## config.mk

```make
export PLATFORM = sky130hd
export DESIGN_NAME = frame_tx
export DESIGN_NICKNAME = d
export VERILOG_FILES = /design/src/rtl/frame_tx_pkg.sv /design/src/rtl/frame_tx_pace.sv /design/src/rtl/frame_tx_build.sv /design/src/rtl/frame_tx_shift.sv /design/src/rtl/frame_tx.sv
export SDC_FILE = /design/constraint.sdc
export NUM_CORES = 1
export LEC_CHECK = 0
export ABC_AREA = 1
export CORE_UTILIZATION = 24
export CTS_CLUSTER_DIAMETER = 80
export DETAILED_ROUTE_END_ITERATION = 12
export PLACE_DENSITY = 0.43
export SLEW_MARGIN = 10
export SYNTH_ARGS = -nofsm -noshare
export SYNTH_HDL_FRONTEND = slang
export SYNTH_SLANG_ARGS = --single-unit
```

## constraint.sdc

```tcl
create_clock -name clk -period 4.2 [get_ports clk]
set_clock_uncertainty 0.1 [all_clocks]
set_input_delay 0.42 -clock clk [delete_from_list [all_inputs] [get_ports clk]]
set_output_delay 0.42 -clock clk [all_outputs]
set_load 0.05 [all_outputs]
```

## src/rtl/frame_tx_pkg.sv

```systemverilog
package frame_tx_pkg;

    typedef enum logic [1:0] {
        PAR_NONE = 2'b00,
        PAR_EVEN = 2'b01,
        PAR_ODD  = 2'b10,
        PAR_RSVD = 2'b11
    } par_mode_e;

    function automatic logic par_on(input logic [1:0] mode);
        return (mode == PAR_EVEN) || (mode == PAR_ODD);
    endfunction

endpackage

```

## src/rtl/frame_tx_pace.sv

```systemverilog
module frame_tx_pace #(
    parameter int OS_RATE = 16
) (
    input  logic clk,
    input  logic rst_n,
    input  logic sync_mode,
    input  logic os_tick,
    input  logic sclk,
    input  logic sclk_pol,
    output logic step_o
);
    localparam int CNT_W = (OS_RATE > 1) ? $clog2(OS_RATE) : 1;
    localparam logic [CNT_W-1:0] CNT_TOP = CNT_W'(OS_RATE - 1);

    typedef struct packed {
        logic [CNT_W-1:0] cnt;
        logic             sclk_prev;
    } pace_t;

    pace_t st_d, st_q;
    logic  launch;
    logic  tick_end;

    always_comb begin
        st_d     = st_q;
        launch   = sclk_pol ? (st_q.sclk_prev & ~sclk) : (~st_q.sclk_prev & sclk);
        tick_end = os_tick && (st_q.cnt == CNT_TOP);
        step_o   = sync_mode ? launch : tick_end;
        if (!sync_mode && os_tick) begin
            st_d.cnt = tick_end ? '0 : st_q.cnt + 1'b1;
        end
        st_d.sclk_prev = sclk;
    end

    always_ff @(posedge clk) begin
        if (!rst_n) begin
            st_q.cnt       <= '0;
            st_q.sclk_prev <= sclk;
        end else begin
            st_q <= st_d;
        end
    end

    // tick mode never steps without a tick
    p_tick_gate_r5: assert property (@(posedge clk) disable iff (!rst_n)
        (!sync_mode && !os_tick) |-> !step_o);

    // serial-clock mode never steps while sclk holds its level
    p_sclk_edge_r6: assert property (@(posedge clk) disable iff (!rst_n)
        (sync_mode && $stable(sclk)) |-> !step_o);

endmodule

```

## src/rtl/frame_tx_build.sv

```systemverilog
module frame_tx_build
    import frame_tx_pkg::*;
#(
    parameter int MIN_DATA = 5,
    parameter int MAX_DATA = 9,
    parameter int FRAME_W  = MAX_DATA + 4,
    parameter int LEN_W    = $clog2(FRAME_W + 1)
) (
    input  logic [MAX_DATA-1:0] data_i,
    input  logic [2:0]          cfg_len,
    input  logic [1:0]          cfg_par,
    input  logic                cfg_stop2,
    output logic [FRAME_W-1:0]  frame_o,
    output logic [LEN_W-1:0]    len_o
);
    logic [LEN_W-1:0] nbits;
    logic             ones;
    logic             pen;

    always_comb begin
        if (int'(cfg_len) > MAX_DATA - MIN_DATA) begin
            nbits = LEN_W'(MAX_DATA);
        end else begin
            nbits = LEN_W'(MIN_DATA + int'(cfg_len));
        end
        pen     = par_on(cfg_par);
        ones    = 1'b0;
        frame_o = '1;
        frame_o[0] = 1'b0;
        for (int i = 0; i < MAX_DATA; i++) begin
            if (i < int'(nbits)) begin
                frame_o[1+i] = data_i[i];
                ones         = ones ^ data_i[i];
            end
        end
        if (pen) begin
            frame_o[int'(nbits) + 1] = (cfg_par == PAR_ODD) ? ~ones : ones;
        end
        len_o = LEN_W'(int'(nbits) + 2 + int'(pen) + int'(cfg_stop2));
    end

endmodule

```

## src/rtl/frame_tx_shift.sv

```systemverilog
module frame_tx_shift #(
    parameter int FRAME_W = 13,
    parameter int LEN_W   = 4
) (
    input  logic               clk,
    input  logic               rst_n,
    input  logic               step_i,
    input  logic               in_valid,
    output logic               in_ready,
    input  logic [FRAME_W-1:0] new_frame,
    input  logic [LEN_W-1:0]   new_len,
    output logic               txd_o
);
    typedef struct packed {
        logic               busy;
        logic [LEN_W-1:0]   idx;
        logic [LEN_W-1:0]   len;
        logic [FRAME_W-1:0] frame;
        logic               txd;
        logic               pend_v;
        logic [FRAME_W-1:0] pend_frame;
        logic [LEN_W-1:0]   pend_len;
    } shift_t;

    shift_t st_d, st_q;
    logic   last_bit;
    logic   accept;
    logic   take_new;

    always_comb begin
        st_d     = st_q;
        last_bit = st_q.busy && (st_q.idx == st_q.len - 1'b1);
        in_ready = !st_q.pend_v && (!st_q.busy || last_bit);
        accept   = in_valid && in_ready;
        take_new = accept;
        if (step_i) begin
            if (st_q.busy && !last_bit) begin
                st_d.idx = st_q.idx + 1'b1;
                st_d.txd = st_q.frame[st_q.idx + 1'b1];
            end else if (st_q.pend_v) begin
                st_d.busy   = 1'b1;
                st_d.idx    = '0;
                st_d.frame  = st_q.pend_frame;
                st_d.len    = st_q.pend_len;
                st_d.txd    = st_q.pend_frame[0];
                st_d.pend_v = 1'b0;
            end else if (accept) begin
                st_d.busy  = 1'b1;
                st_d.idx   = '0;
                st_d.frame = new_frame;
                st_d.len   = new_len;
                st_d.txd   = new_frame[0];
                take_new   = 1'b0;
            end else begin
                st_d.busy = 1'b0;
                st_d.txd  = 1'b1;
            end
        end
        if (take_new) begin
            st_d.pend_v     = 1'b1;
            st_d.pend_frame = new_frame;
            st_d.pend_len   = new_len;
        end
    end

    always_ff @(posedge clk) begin
        if (!rst_n) begin
            st_q     <= '0;
            st_q.txd <= 1'b1;
        end else begin
            st_q <= st_d;
        end
    end

    assign txd_o = st_q.txd;

    // idle line is high
    p_idle_high_r1: assert property (@(posedge clk) disable iff (!rst_n)
        !st_q.busy |-> st_q.txd);

    // every frame opens with a low bit
    p_start_low_r2: assert property (@(posedge clk) disable iff (!rst_n)
        $rose(st_q.busy) |-> !st_q.txd);

    // line only moves on a bit boundary
    p_quiet_line_r5: assert property (@(posedge clk) disable iff (!rst_n)
        !step_i |=> $stable(st_q.txd));

    // a filled slot blocks the handshake
    p_slot_blocks_r7: assert property (@(posedge clk) disable iff (!rst_n)
        st_q.pend_v |-> !in_ready);

    // an accepted character not launched at once waits in the slot
    p_accept_fill_r8: assert property (@(posedge clk) disable iff (!rst_n)
        (in_valid && in_ready && !step_i) |=> st_q.pend_v);

endmodule

```

## src/rtl/frame_tx.sv

```systemverilog
module frame_tx #(
    parameter int MIN_DATA = 5,
    parameter int MAX_DATA = 9,
    parameter int OS_RATE  = 16
) (
    input  logic                clk,
    input  logic                rst_n,
    input  logic                sync_mode,
    input  logic                os_tick,
    input  logic                sclk,
    input  logic                sclk_pol,
    input  logic [2:0]          cfg_len,
    input  logic [1:0]          cfg_par,
    input  logic                cfg_stop2,
    input  logic                in_valid,
    input  logic [MAX_DATA-1:0] in_data,
    output logic                in_ready,
    output logic                txd
);
    localparam int FRAME_W = MAX_DATA + 4;
    localparam int LEN_W   = $clog2(FRAME_W + 1);

    logic               step;
    logic [FRAME_W-1:0] frame_w;
    logic [LEN_W-1:0]   len_w;

    frame_tx_pace #(.OS_RATE(OS_RATE)) pace_i (
        .clk       (clk),
        .rst_n     (rst_n),
        .sync_mode (sync_mode),
        .os_tick   (os_tick),
        .sclk      (sclk),
        .sclk_pol  (sclk_pol),
        .step_o    (step)
    );

    frame_tx_build #(
        .MIN_DATA (MIN_DATA),
        .MAX_DATA (MAX_DATA),
        .FRAME_W  (FRAME_W),
        .LEN_W    (LEN_W)
    ) build_i (
        .data_i    (in_data),
        .cfg_len   (cfg_len),
        .cfg_par   (cfg_par),
        .cfg_stop2 (cfg_stop2),
        .frame_o   (frame_w),
        .len_o     (len_w)
    );

    frame_tx_shift #(
        .FRAME_W (FRAME_W),
        .LEN_W   (LEN_W)
    ) shift_i (
        .clk       (clk),
        .rst_n     (rst_n),
        .step_i    (step),
        .in_valid  (in_valid),
        .in_ready  (in_ready),
        .new_frame (frame_w),
        .new_len   (len_w),
        .txd_o     (txd)
    );

endmodule

```

Word-level counts from Yosys, hierarchy flattened
Cells that the tools add are included.
Widths: inputs -> output; s select.
{ "word_totals": {"regBits": 46, "in_bits": 22, "out_inout_bits": 2, "elab_cells": 111} }
{ "op_classes": {"n_mux": 41, "n_bitwise": 14, "n_lt_le_gt_ge": 13, "n_reduce_logical": 20, "n_eq_ne": 5, "add_sub_neg": 8} }
{ "ops": {"columns": ["op", "n"], "rows": [
  ["$ge 32x1->1 const B", 1],
  ["$lt 32x6->1 const B", 1],
  ["$mux 1", 31],
  ["$mux 23", 1],
  ["$mux 21", 1],
  ["$mux 18", 1],
  ["$lt 3x4->1 const A", 4],
  ["$bwmux 13", 1],
  ["$mux 13", 1],
  ["$mux 4", 3],
  ["$add 4x1->4 const B", 2],
  ["$add 4x2->4", 2],
  ["$lt 1x4->1 const A", 2],
  ["$lt 2x4->1 const A", 2],
  ["$xor 1x1->1", 8],
  ["$logic_and 1x1->1", 7],
  ["$reduce_and 2->1", 3],
  ["$add 4x1->5 const B", 1],
  ["$lt 4x5->1 const B", 1],
  ["$add 3x3->4 const A", 1],
  ["$add 4x2->4 const B", 1],
  ["$bmux 1 s4", 1],
  ["$demux 1 s4", 1],
  ["$eq 4x4->1", 1],
  ["other kinds (14)", 23]
]} }

Depth between registers and ports, before layout
{ "logic_depth": {"depth_word": 27, "ltp_mapped": 19, "mapped_depth_nobuf": 19} }

Cells and area by module
A second synthesis with hierarchy kept.
{ "hier_totals": {"hier_cells": 553, "hier_area_um2": 3343.2} }
{ "by_module_without_submodules": {"columns": ["mod", "area_each_um2", "n_inst", "cells_each", "seq_area_each_um2"], "rows": [
  ["frame_tx_shift", 2366.0, 1, 379, 820.8],
  ["frame_tx_build", 714.4, 1, 140, 0.0],
  ["frame_tx_pace", 262.8, 1, 34, 100.1]
]} }

Least setup slack after synthesis
OpenSTA, ideal clock, no wires.
{ "synth_timing": {"kind": "register to register", "startpoint": "register shift_i.st_q[32] (netlist bit)", "endpoint": "register shift_i.st_q[9] (netlist bit)", "path_stages_with_launch": 15, "path_buffers": 1, "setup_ns": 0.116, "path_slack_ns": 1.693, "t_arrival_ns": 2.290, "t_required_ns": 3.984, "synth_period_minus_slack_ns": 2.507, "path_cell_list": "dfxtp_1 inv_1 ha_1 xnor2_1 a211oi_2 nand2_1 nand2_1 inv_1 nor2_2 nand3_2 inv_2 buf_4 nand3_1 o211ai_1 inv_1"} }
{ "synth_via": {"elab_chain_cells": 9, "word_cells_on_any_way": 11, "classes_between": "1 x add/sub; 1 x eq/ne; 3 x mux; 6 x reduce/logical"} }
{ "synth_lines": {"columns": ["element", "line", "source"], "rows": [
  ["from (decl)", "frame_tx_shift.sv:25", "shift_t st_d, st_q;"],
  ["from (signal assigned)", "frame_tx_shift.sv:71", "st_q <= st_d;"],
  ["$sub 4x1->4 (*)", "frame_tx_shift.sv:32", "last_bit = st_q.busy && (st_q.idx == st_q.len - 1'b1);"],
  ["$eq 4x4->1 (*)", "frame_tx_shift.sv:32", null],
  ["$logic_and 1x1->1 (*)", "frame_tx_shift.sv:32", null],
  ["$logic_or 1x1->1 (*)", "frame_tx_shift.sv:33", "in_ready = !st_q.pend_v && (!st_q.busy || last_bit);"],
  ["$logic_and 1x1->1 (*)", "frame_tx_shift.sv:33", null],
  ["named net in_ready", "frame_tx.sv:17", "output logic in_ready,"],
  ["$logic_and 1x1->1 (*)", "frame_tx_shift.sv:34", "accept = in_valid && in_ready;"],
  ["$mux 1", "frame_tx_shift.sv:40", "end else if (st_q.pend_v) begin"],
  ["$mux 1", "frame_tx_shift.sv:37", "if (st_q.busy && !last_bit) begin"],
  ["$mux 1 (*)", "frame_tx_shift.sv:36", "if (step_i) begin"]
]} }
The timed path passes the listed nets; every way through them passes the cells marked *.
A chain may end at the register's enable or synchronous reset.

Final worst setup path
{ "layout_timing": {"startpoint": "register shift_i.st_q[32] (netlist bit)", "endpoint": "output port in_ready"} }
{ "layout_via": {"elab_chain_cells": 5} }
{ "layout_lines": {"columns": ["element", "line"], "rows": [
  ["$sub 4x1->4", "frame_tx_shift.sv:32"],
  ["$eq 4x4->1", "frame_tx_shift.sv:32"],
  ["$logic_and 1x1->1", "frame_tx_shift.sv:32"],
  ["$logic_or 1x1->1", "frame_tx_shift.sv:33"],
  ["$logic_and 1x1->1", "frame_tx_shift.sv:33"],
  ["to (decl)", "frame_tx.sv:17"]
]} }
No other way between the ends.

==> results.sh <==
export IMPL_fillers=1256
export IMPL_clkLatencyLatePin_ns=0.28
export IMPL_synth_top_cell_by_area="dfxtp_1"
export IMPL_die_x_um=110
export IMPL_syn_num_nets=445
export IMPL_rows=39
export IMPL_grt_ovfl_total=0
export IMPL_post_route_min_period_ns=3.13
export IMPL_rsz0062_at_grt="no"
export IMPL_gp_congestion=0.796
export IMPL_cts_tree="yes"
export IMPL_fp_coreArea_mm2=0.0114
export IMPL_synth_xor_area_share_pct=2.83
export IMPL_cts_max_level=2
export IMPL_placed_area_mm2=0.00314
export IMPL_yosys_area_share_simple_pct=30.1
export IMPL_totalWireLength_mm=7.57
export IMPL_yosys_area_top_type_share_pct=33.0
export IMPL_antenna_found_initial=0
export IMPL_initial_core_util_pct=24.5
export IMPL_syn_mean_instance_area_um2=6.72
export IMPL_cts_resized=0
export IMPL_cap_violations=0
export IMPL_p_sw_share_pct=30.3
export IMPL_max_vdd_ir_drop_v=0.000146
export IMPL_vias=2696
export IMPL_worst_slack_ns=1.07
export IMPL_arrival_ns=2.61
export IMPL_syn_to_final_growth_pct=18.1
export IMPL_critPathLaunchType="register"
export IMPL_critical_path_max_fanout=4
export IMPL_syn_area_mm2=0.00279
export IMPL_dp_hpwl_mm=5.58
export IMPL_required_ns=3.68
export IMPL_synth_top_family_by_area="simple AND/OR/NAND/NOR gates"
export IMPL_status="complete, no violations"
export IMPL_crit_path_start="shift_i.st_q[32]"
export IMPL_place_ws_ns=0.912
export IMPL_multiInputGateArea_mm2=0.00158
export IMPL_tightest_slew_ns=0.857
export IMPL_intPower_mw=0.794
export IMPL_finalInstanceArea_mm2=0.00329
export IMPL_numCtsBuffers=5
export IMPL_min_period_over_period_pct=74.5
export IMPL_yosys_area_share_adder_pct=3.86
export IMPL_ys_ff_latch=46
export IMPL_combPwrFrac_pct=22.0
export IMPL_power_frac_clock_pct=35.0
export IMPL_cts_sinks=46
export IMPL_postCtsSetupRepairBufs=0
export IMPL_synthTopCellsByCount="84 x nand2_1, 52 x inv_1, 48 x a21oi_1"
export IMPL_final_antenna_net_count=0
export IMPL_grt_pass1_wl_mm=12.5
export IMPL_drc=0
export IMPL_dieArea_mm2=0.0121
export IMPL_setup_worst_path_class="reg2out"
export IMPL_first_pass_iters=4
export IMPL_antenna_cells=0
export IMPL_p_switching_mw=0.345
export IMPL_whs_ns=0.361
export IMPL_finalNetCount=463
export IMPL_clk_pin_slew_ns=0.07
export IMPL_async_flop_share_pct=0
export IMPL_die_y_um=110
export IMPL_hold_viol=0
export IMPL_synth_compound_area_share_pct=19.9
export IMPL_vias_per_cell=4.67
export IMPL_wl_per_cell_um=13.1
export IMPL_seq_area_um2=921
export IMPL_final_core_util_pct=29.0
export IMPL_synth_distinct_cells=36
export IMPL_holdCritStartpoint="shift_i.st_q[0]"
export IMPL_powerDensity_mw_per_mm2=346
export IMPL_first_global_vias=2539
export IMPL_synth_area_leaders="dfxtp_1 33%, nand2_1 11%, a21oi_1 8.6%"
export IMPL_synth_mux_area_share_pct=0
export IMPL_io_buffers=23
export IMPL_setup_tns_ns=0
export IMPL_cts_buffer_depth=2
export IMPL_synth_ff_type="dfxtp_1"
export IMPL_rr_startpoint="shift_i.st_q[32]"
export IMPL_clock_fmax_mhz=319
export IMPL_drt_initial_drc_count=159
export IMPL_endpoint_kind="primary output"
export IMPL_drv_slew=0
export IMPL_cts_root_buf="clkbuf_16"
export IMPL_synth_most_common_cell="nand2_1"
export IMPL_hold_path_class="reg2reg"
export IMPL_power_leakage_nw=1.46
export IMPL_grt_use_total_pct=13.4
export IMPL_yosysWarnings=0
export IMPL_pwr_share_seq_pct=42.9
export IMPL_drive_gt1_share_pct=8.29
export IMPL_syn_inst=415
export IMPL_max_slew_margin_pct=42.8
export IMPL_synth_edf_count=0
export IMPL_ys_seq_area_share_pct=33.0
export IMPL_cts_hold_buffers=0
export IMPL_setup_viol=0
export IMPL_grt_max_degree=34
export IMPL_ios=24
==> flip-flops by register name, indices dropped and copies added (netlist names) <==
signal         count
shift_i.st_q      40
shift_i.txd_o      1
pace_i.st_q        5
==> layer usage <==
metal / wire (um) / vias up / GRT usage [%]
met1: 3820 / 1254 / 17.8
met2: 3550 / 29 / 22.7
met5: 0 / - / 0
met3: 162 / 4 / 2.02
met4: 42 / 0 / 2.95
li1: - / 1409 / -
==> power groups by stage <==
stage | clock network [mW] | logic (mW) | registers, mW
after floorplan | 0 | 0.184 | 0.492
after global placement | 0 | 0.253 | 0.499
after detailed placement | 0 | 0.251 | 0.499
after CTS | 0.410 | 0.253 | 0.489
after global routing | 0.434 | 0.283 | 0.493
final | 0.399 | 0.251 | 0.489
==> final cells by class <==
type                    count  area share (%)
clock inverters             2           0.380
flip-flops and latches     46            28.0
clock buffers               6            4.22
multi-input cells         297            48.0
well taps                 143            5.43
inverters                  59            6.80
repair buffers             24            7.22
==> worst paths after layout <==
path | end | slack (ns) | depth (start not counted)
max | in_ready | 1.07 | 9
min | shift_i.st_q[0] | 0.36 | 2
max reg2reg | shift_i.st_q[5] | 1.40 | 13
min reg2reg | shift_i.st_q[0] | 0.36 | 2
==> layout by cell type, fill, tap and decap left out, types with 2 or more instances in the layout <==
cell type,n
clkdlybuf4s50_1,23
a31oi_1,3
inv_1,52
nor4_1,2
o211ai_1,5
nand3_4,2
xnor2_1,5
clkbuf_16,5
xor2_1,4
ha_1,7
nor3_1,4
nand4_1,10
a21oi_1,48
dfxtp_1,46
nor2_1,29
nand3_2,3
inv_2,6
nand3_1,36
nand2_1,84
nand2_2,8
o21ai_0,35
==> stage by stage <==
step           power (mW)  instances
4_1_cts              1.15        577
3_3_place_gp        0.751        569
3_5_place_dp        0.750        569
2_1_floorplan       0.676        415
6_report             1.14        577
5_1_grt              1.21        577
==> worst max-delay path, cell delays in order, from the launching register on <==
cell and delay (ns):
dfxtp_1 0.36, inv_1 0.07, ha_1 0.30, xnor2_1 0.14
a211oi_2 0.19, nand2_1 0.08, nand2_1 0.14, inv_1 0.08
nor2_2 0.13, clkdlybuf4s50_1 0.82
==> logic make-up (layout without fill, tap and decap cells) <==
| logic type | count (synthesis) | after routing |
|---|---|---|
| AO/OA/AOI/OAI | 99 | 99 |
| XOR/XNOR | 9 | 9 |
| adder cells (fa/ha/maj) | 8 | 8 |
| buffers and inverters | 72 | 91 |
| flip-flops | 46 | 46 |
| AND/OR/NAND/NOR | 181 | 181 |
Note: power is estimated with default switching activity, not from simulation.
